File: config.mk
export PLATFORM = sky130hd
export DESIGN_NAME = hb_shadow_bridge
export DESIGN_NICKNAME = d
export VERILOG_FILES = /design/src/rtl/hb_cfg_pkg.sv /design/src/rtl/hb_cfg_regfile.sv /design/src/rtl/hb_shadow_decode.sv /design/src/rtl/hb_shadow_bridge.sv
export SDC_FILE = /design/constraint.sdc
export NUM_CORES = 2
export LEC_CHECK = 0
export BUFFER_PORTS_ARGS = -buffer_cell sky130_fd_sc_hd__buf_2
export CAP_MARGIN = 20
export CORE_MARGIN = 2
export CORE_UTILIZATION = 49
export DETAILED_ROUTE_END_ITERATION = 8
export GPL_TIMING_DRIVEN = 0
export PLACE_DENSITY_LB_ADDON = 0.08
export RECOVER_POWER = 50
export SLEW_MARGIN = 25
export SYNTH_ARGS = -nofsm -noshare
export SYNTH_HDL_FRONTEND = slang
export SYNTH_HIERARCHICAL = 1
export SYNTH_SLANG_ARGS = --single-unit
File: constraint.sdc
create_clock -name clk -period 4.1 [get_ports clk]
set_input_delay 0.41 -clock clk [delete_from_list [all_inputs] [get_ports clk]]
set_output_delay 0.41 -clock clk [all_outputs]
set_load 0.02 [all_outputs]
File: src/rtl/hb_cfg_pkg.sv
package hb_cfg_pkg;

    localparam int NREG = 256;

    localparam logic [7:0] OFS_CMD_LO = 8'h04;
    localparam logic [7:0] OFS_CMD_HI = 8'h05;
    localparam logic [7:0] OFS_STS_LO = 8'h06;
    localparam logic [7:0] OFS_STS_HI = 8'h07;
    localparam logic [7:0] OFS_MODE   = 8'h53;
    localparam logic [7:0] OFS_SEGEN  = 8'h54;
    localparam logic [7:0] RSV_LO     = 8'h10;
    localparam logic [7:0] RSV_HI     = 8'h4E;

    localparam logic [7:0] CMD_LO_KEEP = 8'h42;
    localparam logic [7:0] CMD_LO_SET  = 8'h04;
    localparam logic [7:0] CMD_HI_KEEP = 8'h01;
    localparam logic [7:0] STS_HI_VAL  = 8'h02;

    typedef logic [NREG-1:0][7:0] cfg_image_t;

    typedef struct packed {
        logic       keep;
        logic [7:0] data;
    } wr_filt_t;

    // Per-offset write policy: drop, mask/force, or store as written.
    function automatic wr_filt_t cfg_filter(logic [7:0] ofs, logic [7:0] val);
        wr_filt_t r;
        r.keep = 1'b1;
        r.data = val;
        if (ofs >= RSV_LO && ofs <= RSV_HI) begin
            r.keep = 1'b0;
        end
        case (ofs)
            8'h00, 8'h01, 8'h02, 8'h03,
            8'h08, 8'h09, 8'h0A, 8'h0B, 8'h0C, 8'h0E: r.keep = 1'b0;
            OFS_CMD_LO: r.data = (val & CMD_LO_KEEP) | CMD_LO_SET;
            OFS_CMD_HI: r.data = val & CMD_HI_KEEP;
            OFS_STS_LO: r.data = 8'h00;
            OFS_STS_HI: r.data = STS_HI_VAL;
            default:    ;
        endcase
        return r;
    endfunction

    function automatic cfg_image_t reset_image();
        cfg_image_t img;
        img = '0;
        img[8'h00] = 8'h39;
        img[8'h01] = 8'h10;
        img[8'h02] = 8'h06;
        img[8'h03] = 8'h04;
        img[8'h04] = 8'h07;
        img[8'h06] = 8'h80;
        img[8'h07] = 8'h02;
        img[8'h0B] = 8'h06;
        img[8'h50] = 8'hBC;
        img[8'h51] = 8'hFB;
        img[8'h52] = 8'hAD;
        img[8'h53] = 8'hFE;
        return img;
    endfunction

endpackage

File: src/rtl/hb_cfg_regfile.sv
module hb_cfg_regfile
    import hb_cfg_pkg::*;
#(
    parameter int FUNC_W = 3,
    parameter int SEG_CNT = 4,
    parameter int MODE_LSB = 5
) (
    input  logic              clk,
    input  logic              rst_n,
    input  logic [FUNC_W-1:0] cfg_func,
    input  logic [7:0]        cfg_addr,
    input  logic [7:0]        cfg_wdata,
    input  logic              cfg_wr,
    output logic [7:0]        cfg_rdata,
    output logic [1:0]        mode_sel,
    output logic [SEG_CNT-1:0] seg_en
);

    localparam cfg_image_t RST_IMG = reset_image();
    localparam int SEGEN_LSB = 8 - SEG_CNT;

    typedef struct packed {
        cfg_image_t cfg;
    } state_t;

    state_t   st_d, st_q;
    wr_filt_t filt;
    logic     own_func;

    assign own_func = (cfg_func == '0);

    always_comb begin
        st_d = st_q;
        filt = cfg_filter(cfg_addr, cfg_wdata);
        if (cfg_wr && own_func && filt.keep) begin
            st_d.cfg[cfg_addr] = filt.data;
        end
    end

    always_ff @(posedge clk) begin
        if (!rst_n) begin
            st_q.cfg <= RST_IMG;
        end else begin
            st_q <= st_d;
        end
    end

    assign cfg_rdata = own_func ? st_q.cfg[cfg_addr] : 8'hFF;
    assign mode_sel  = st_q.cfg[OFS_MODE][MODE_LSB+1:MODE_LSB];
    assign seg_en    = st_q.cfg[OFS_SEGEN][7:SEGEN_LSB];

    AST_FOREIGN_FUNC_FF: assert property (@(posedge clk) disable iff (!rst_n)
        (cfg_func != '0) |-> (cfg_rdata == 8'hFF));
    AST_ID_FROZEN: assert property (@(posedge clk) disable iff (!rst_n)
        $stable(st_q.cfg[3:0]) && $stable(st_q.cfg[12:8]) && $stable(st_q.cfg[14]));
    AST_RSV_ZERO: assert property (@(posedge clk) disable iff (!rst_n)
        (st_q.cfg[RSV_LO] == 8'h00) && (st_q.cfg[RSV_HI] == 8'h00));
    AST_CMD_BIT2_SET: assert property (@(posedge clk) disable iff (!rst_n)
        st_q.cfg[OFS_CMD_LO][2] && (st_q.cfg[OFS_CMD_HI][7:1] == 7'd0));
    AST_STS_HI_FIXED: assert property (@(posedge clk) disable iff (!rst_n)
        st_q.cfg[OFS_STS_HI] == STS_HI_VAL);

endmodule

File: src/rtl/hb_shadow_decode.sv
module hb_shadow_decode #(
    parameter int ADDR_W = 20,
    parameter int SEG_SHIFT = 14,
    parameter int SEG_CNT = 4,
    parameter logic [ADDR_W-1:0] WIN_BASE = 20'hE0000
) (
    input  logic [ADDR_W-1:0]  phys_addr,
    input  logic [1:0]         mode_sel,
    input  logic [SEG_CNT-1:0] seg_en,
    output logic               rd_int,
    output logic               wr_int
);

    localparam int IDX_W   = $clog2(SEG_CNT);
    localparam int WIN_LSB = SEG_SHIFT + IDX_W;

    logic               in_win;
    logic [IDX_W-1:0]   seg_idx;
    logic [SEG_CNT-1:0] seg_hit;
    logic               mode_rd, mode_wr;

    assign in_win  = (phys_addr[ADDR_W-1:WIN_LSB] == WIN_BASE[ADDR_W-1:WIN_LSB]);
    assign seg_idx = phys_addr[WIN_LSB-1:SEG_SHIFT];

    // Mode code to {read internal, write internal}: 00->01, 01->00, 10->11, 11->10
    assign mode_rd = mode_sel[1];
    assign mode_wr = ~mode_sel[0];

    for (genvar g = 0; g < SEG_CNT; g++) begin : g_seg
        assign seg_hit[g] = in_win && (seg_idx == IDX_W'(g)) && seg_en[g];
    end

    assign rd_int = |seg_hit && mode_rd;
    assign wr_int = |seg_hit && mode_wr;

endmodule

File: src/rtl/hb_shadow_bridge.sv
module hb_shadow_bridge #(
    parameter int ADDR_W = 20,
    parameter int SEG_SHIFT = 14,
    parameter logic [ADDR_W-1:0] WIN_BASE = 20'hE0000
) (
    input  logic              clk,
    input  logic              rst_n,
    input  logic [2:0]        cfg_func,
    input  logic [7:0]        cfg_addr,
    input  logic [7:0]        cfg_wdata,
    input  logic              cfg_wr,
    output logic [7:0]        cfg_rdata,
    input  logic [ADDR_W-1:0] phys_addr,
    output logic              shd_rd_int,
    output logic              shd_wr_int
);

    localparam int SEG_CNT = 4;
    localparam int WIN_LSB = SEG_SHIFT + $clog2(SEG_CNT);

    logic [1:0]         mode_sel;
    logic [SEG_CNT-1:0] seg_en;

    hb_cfg_regfile #(
        .FUNC_W   (3),
        .SEG_CNT  (SEG_CNT),
        .MODE_LSB (5)
    ) u_regs (
        .clk       (clk),
        .rst_n     (rst_n),
        .cfg_func  (cfg_func),
        .cfg_addr  (cfg_addr),
        .cfg_wdata (cfg_wdata),
        .cfg_wr    (cfg_wr),
        .cfg_rdata (cfg_rdata),
        .mode_sel  (mode_sel),
        .seg_en    (seg_en)
    );

    hb_shadow_decode #(
        .ADDR_W    (ADDR_W),
        .SEG_SHIFT (SEG_SHIFT),
        .SEG_CNT   (SEG_CNT),
        .WIN_BASE  (WIN_BASE)
    ) u_dec (
        .phys_addr (phys_addr),
        .mode_sel  (mode_sel),
        .seg_en    (seg_en),
        .rd_int    (shd_rd_int),
        .wr_int    (shd_wr_int)
    );

    AST_OUT_OF_WINDOW_EXT: assert property (@(posedge clk) disable iff (!rst_n)
        (phys_addr[ADDR_W-1:WIN_LSB] != WIN_BASE[ADDR_W-1:WIN_LSB]) |-> !(shd_rd_int || shd_wr_int));
    AST_NO_ENABLE_EXT: assert property (@(posedge clk) disable iff (!rst_n)
        (seg_en == '0) |-> !(shd_rd_int || shd_wr_int));
    AST_BOTH_EXT_MODE: assert property (@(posedge clk) disable iff (!rst_n)
        (mode_sel == 2'b01) |-> !(shd_rd_int || shd_wr_int));

endmodule

==> out/qor.yml <==
status:
  status: "finished, violations left"
  violations: "max-capacitance violations, max-slew violations, negative setup slack"
floorplanning:
  core_um2: 174000
  pin_count: 52
  fp.dieW_um: 423
  die-area_um2: 179000
  die_h_um: 423
  start_util: 0.494
  rows: 153
grt:
  antenna_found_initial: 37
  grt_overflow_total: 0
  grt_max_degree: 17
  grtUsageTotal: 0.434
  grt_pass1_wl_um: 541000
  grt_pass1_vias: 68600
synth:
  ys.warnings.count: 6
  synth_edf_count: 0
  synth_most_common_cell: "dfxtp_1"
  synth_ff_type: "dfxtp_1"
  syn_inst: 9079
  netlist_area_um2: 85900
  synth_top_area_frac: 0.477
  synth.distinct_cells: 62
  syn_nets: 9121
  synth_seq_cells: 2048
  avgSynthCellArea_um2: 9.46
  ys_top_cells_by_area: "dfxtp_1 48%, and2_1 15%, mux4_2 13%"
  ys_seq_area_frac: 0.477
  synthTopCellsByCount: "2048 x dfxtp_1, 1996 x and2_1, 1692 x nand2_1"
  synth_async_sr_flop_share: 0
  yosys.area.top_type: "dfxtp_1"
route:
  routed_via_density: 6.22
  wl_per_cell_um: 32.8
  ant_nets: 0
  dr.pass1.iters: 9
  num_vias: 75100
  drc: 0
  drt_iter0_drc: 11800
  wirelength_um: 396000
power:
  p_leak_uw: 0.0373
  p_clk_frac: 0.472
  ir_drop_v: 0.000364
  seq_power_share: 0.451
  comb_power_share: 0.077
  p_sw_uw: 11100
  swShare: 0.252
  power_density_nw_per_um2: 435
  p_int_uw: 33000
layout:
  final_cell_area_um2: 101000
  drive_gt1_frac: 0.145
  fin_util: 0.583
  layoutNonFillerInstCount: 12100
  nets: 9557
  synthToLayoutAreaGrowth_pct: 18.1
worst_setup_path:
  worstPathMaxFanout: 10
  arrival_ns: 4.00
  crit_chain: "buf_2 > clkbuf_2 > buf_6 > nor2_4 > buf_4 > clkbuf_2 > a211oi_2 > nand3_2 > a21oi_1 > a21oi_2 > o211ai_1 > buf_4"
  cp_slowest_cell: "clkbuf_2"
  critPathMaxStageDelay_ns: 0.66
  path_class: "in2out"
  end_kind: "primary output"
  rr_startpoint: "u_regs/st_q[1916]$_SDFFE_PN0P_"
  cp.required_ns: 3.69
  start_kind: "primary input"
  critPathLaunch: "cfg_addr[3]"
  worst-r2r-cell-count: 3
clocking:
  clock_latency_ns: 0.87
  tritoncts: "done"
  clkSinkCount: 2048
  cts_buffers: 215
  cts.reportedPaths.clkPinSlew_ns: 0.06
  root_buffer: "clkbuf_16"
  clk_path_buf_depth: 3
  ctsHtreeMaxLevel: 4
sta:
  worst_slack_ns: -0.309
  max_freq_mhz: 227
  rsz0062_at_grt: "yes"
  slew_viol_final: 33
  finalSetupViolations: 141
  holdWs_ns: 0.109
  worstMarginPinSlew_ns: 1.85
  hold_violations: 0
  period_needed_ns: 4.41
  skew_ns: 0
  period_share: 1.08
  max_slew_margin: -0.245
  tns_ns: -8.20
worst_hold_path:
  hold_depth: 4
  hp-class: "in2reg"
  hp-start: "cfg_wdata[7]"
place:
  place.gp.congestion: 1.02
  place_area_um2: 90300
  hpwl_um: 273000
  dp_cells: 11500
  numPortBuffers: 35
run:
  cap_violations: 4
## final cells by class
type	instances	area, µm²
buffer	775	5060
clock inverter	74	988
antenna	43	108
timing repair buffer	223	2630
multi-input combinational	6247	42200
fill	15200	72600
tap	2325	2910
inverter	5	21.3
clock buffer	328	6510
sequential	2048	41000
## kinds of logic (layout without fill, tap and decap cells)
family,after synthesis,in the layout,synth area share
and+or+nand+nor,3901,3901,0.233
DFF,2048,2048,0.477
AOI/OAI and AO/OA,1748,1748,0.110
buffers and inverters,784,1405,0.0384
muxes,598,598,0.142
other,0,43,0
## repair_timing
item,in CTS,in global routing
hold buffers,4,0
endpoints found under the setup margin,8,16
pin swaps,13,8
setup buffers,55,80
cloned,0,1
gates resized for setup,483,58
endpoints found under the hold margin,5,0
## per-layer routing
layer	vias up	global-route usage	wire (µm)
met1	36400	0.532	144000
met3	1470	0.164	53400
met2	5476	0.599	160000
li1	31700	-	-
met4	14	0.362	38700
met5	-	0.00296	333
## per-stage QoR
step / setup slack [ns] / power [µW]
finish: -0.309 / 44100
global route: -0.0482 / 44800
CTS: -0.0467 / 43800
detailed placement: -2.76 / 23100
global placement: -3.37 / 23000
floorplan: 1.04 / 21400
## cells in the final DEF (no fill, tap or decap), types with 9 or more instances in the layout
cell / n
a211oi_1: 9
a21oi_1: 47
a21oi_2: 9
a22oi_1: 78
a22oi_2: 16
a31oi_1: 10
and2_0: 673
and2_1: 1322
and3_1: 10
buf_12: 73
buf_16: 68
buf_2: 63
buf_4: 130
buf_6: 22
buf_8: 13
bufinv_16: 21
clkbuf_1: 598
clkbuf_16: 219
clkbuf_2: 45
clkbuf_4: 15
clkbuf_8: 75
clkinv_2: 34
clkinvlp_4: 10
dfxtp_1: 2048
diode_2: 43
mux2i_1: 83
mux2i_2: 16
mux4_2: 494
nand2_1: 1685
nand2b_1: 20
nand3_1: 29
nand4_1: 12
nor2_1: 60
nor2b_1: 26
o211ai_1: 28
o21ai_0: 1396
o21ai_1: 12
o22ai_1: 58
o22ai_2: 9
## final timing paths
check                                                      end  slack (ns)
worst max register to register  u_regs/st_q[1916]$_SDFFE_PN0P_        3.28
worst min register to register     u_regs/st_q[0]$_SDFFE_PN1P_        0.44
worst min-delay path             u_regs/st_q[111]$_SDFFE_PN0P_        0.11
worst max-delay path                              cfg_rdata[0]       -0.31
## flip-flops by register name (all words and copies together), names as in the netlist
register	count
u_regs/st_q	2042
u_regs/seg_en	4
u_regs/mode_sel	2
## worst max-delay path, delay by kind of cell
family | cells | cell delay (ns)
buffers and inverters | 6 | 1.84
AO/OA/AOI/OAI | 4 | 1.13
AND/OR/NAND/NOR | 2 | 0.58
## power by group through the flow
stage	Clock, µW	Sequential [µW]	Combinational [µW]
6_report	20800	19900	3380
2_1_floorplan	0	20300	1070
5_1_grt	21700	19900	3260
3_5_place_dp	0	20300	2750
4_1_cts	20800	19900	3040
3_3_place_gp	0	20300	2650
Note: power is estimated with default switching activity, not from simulation.
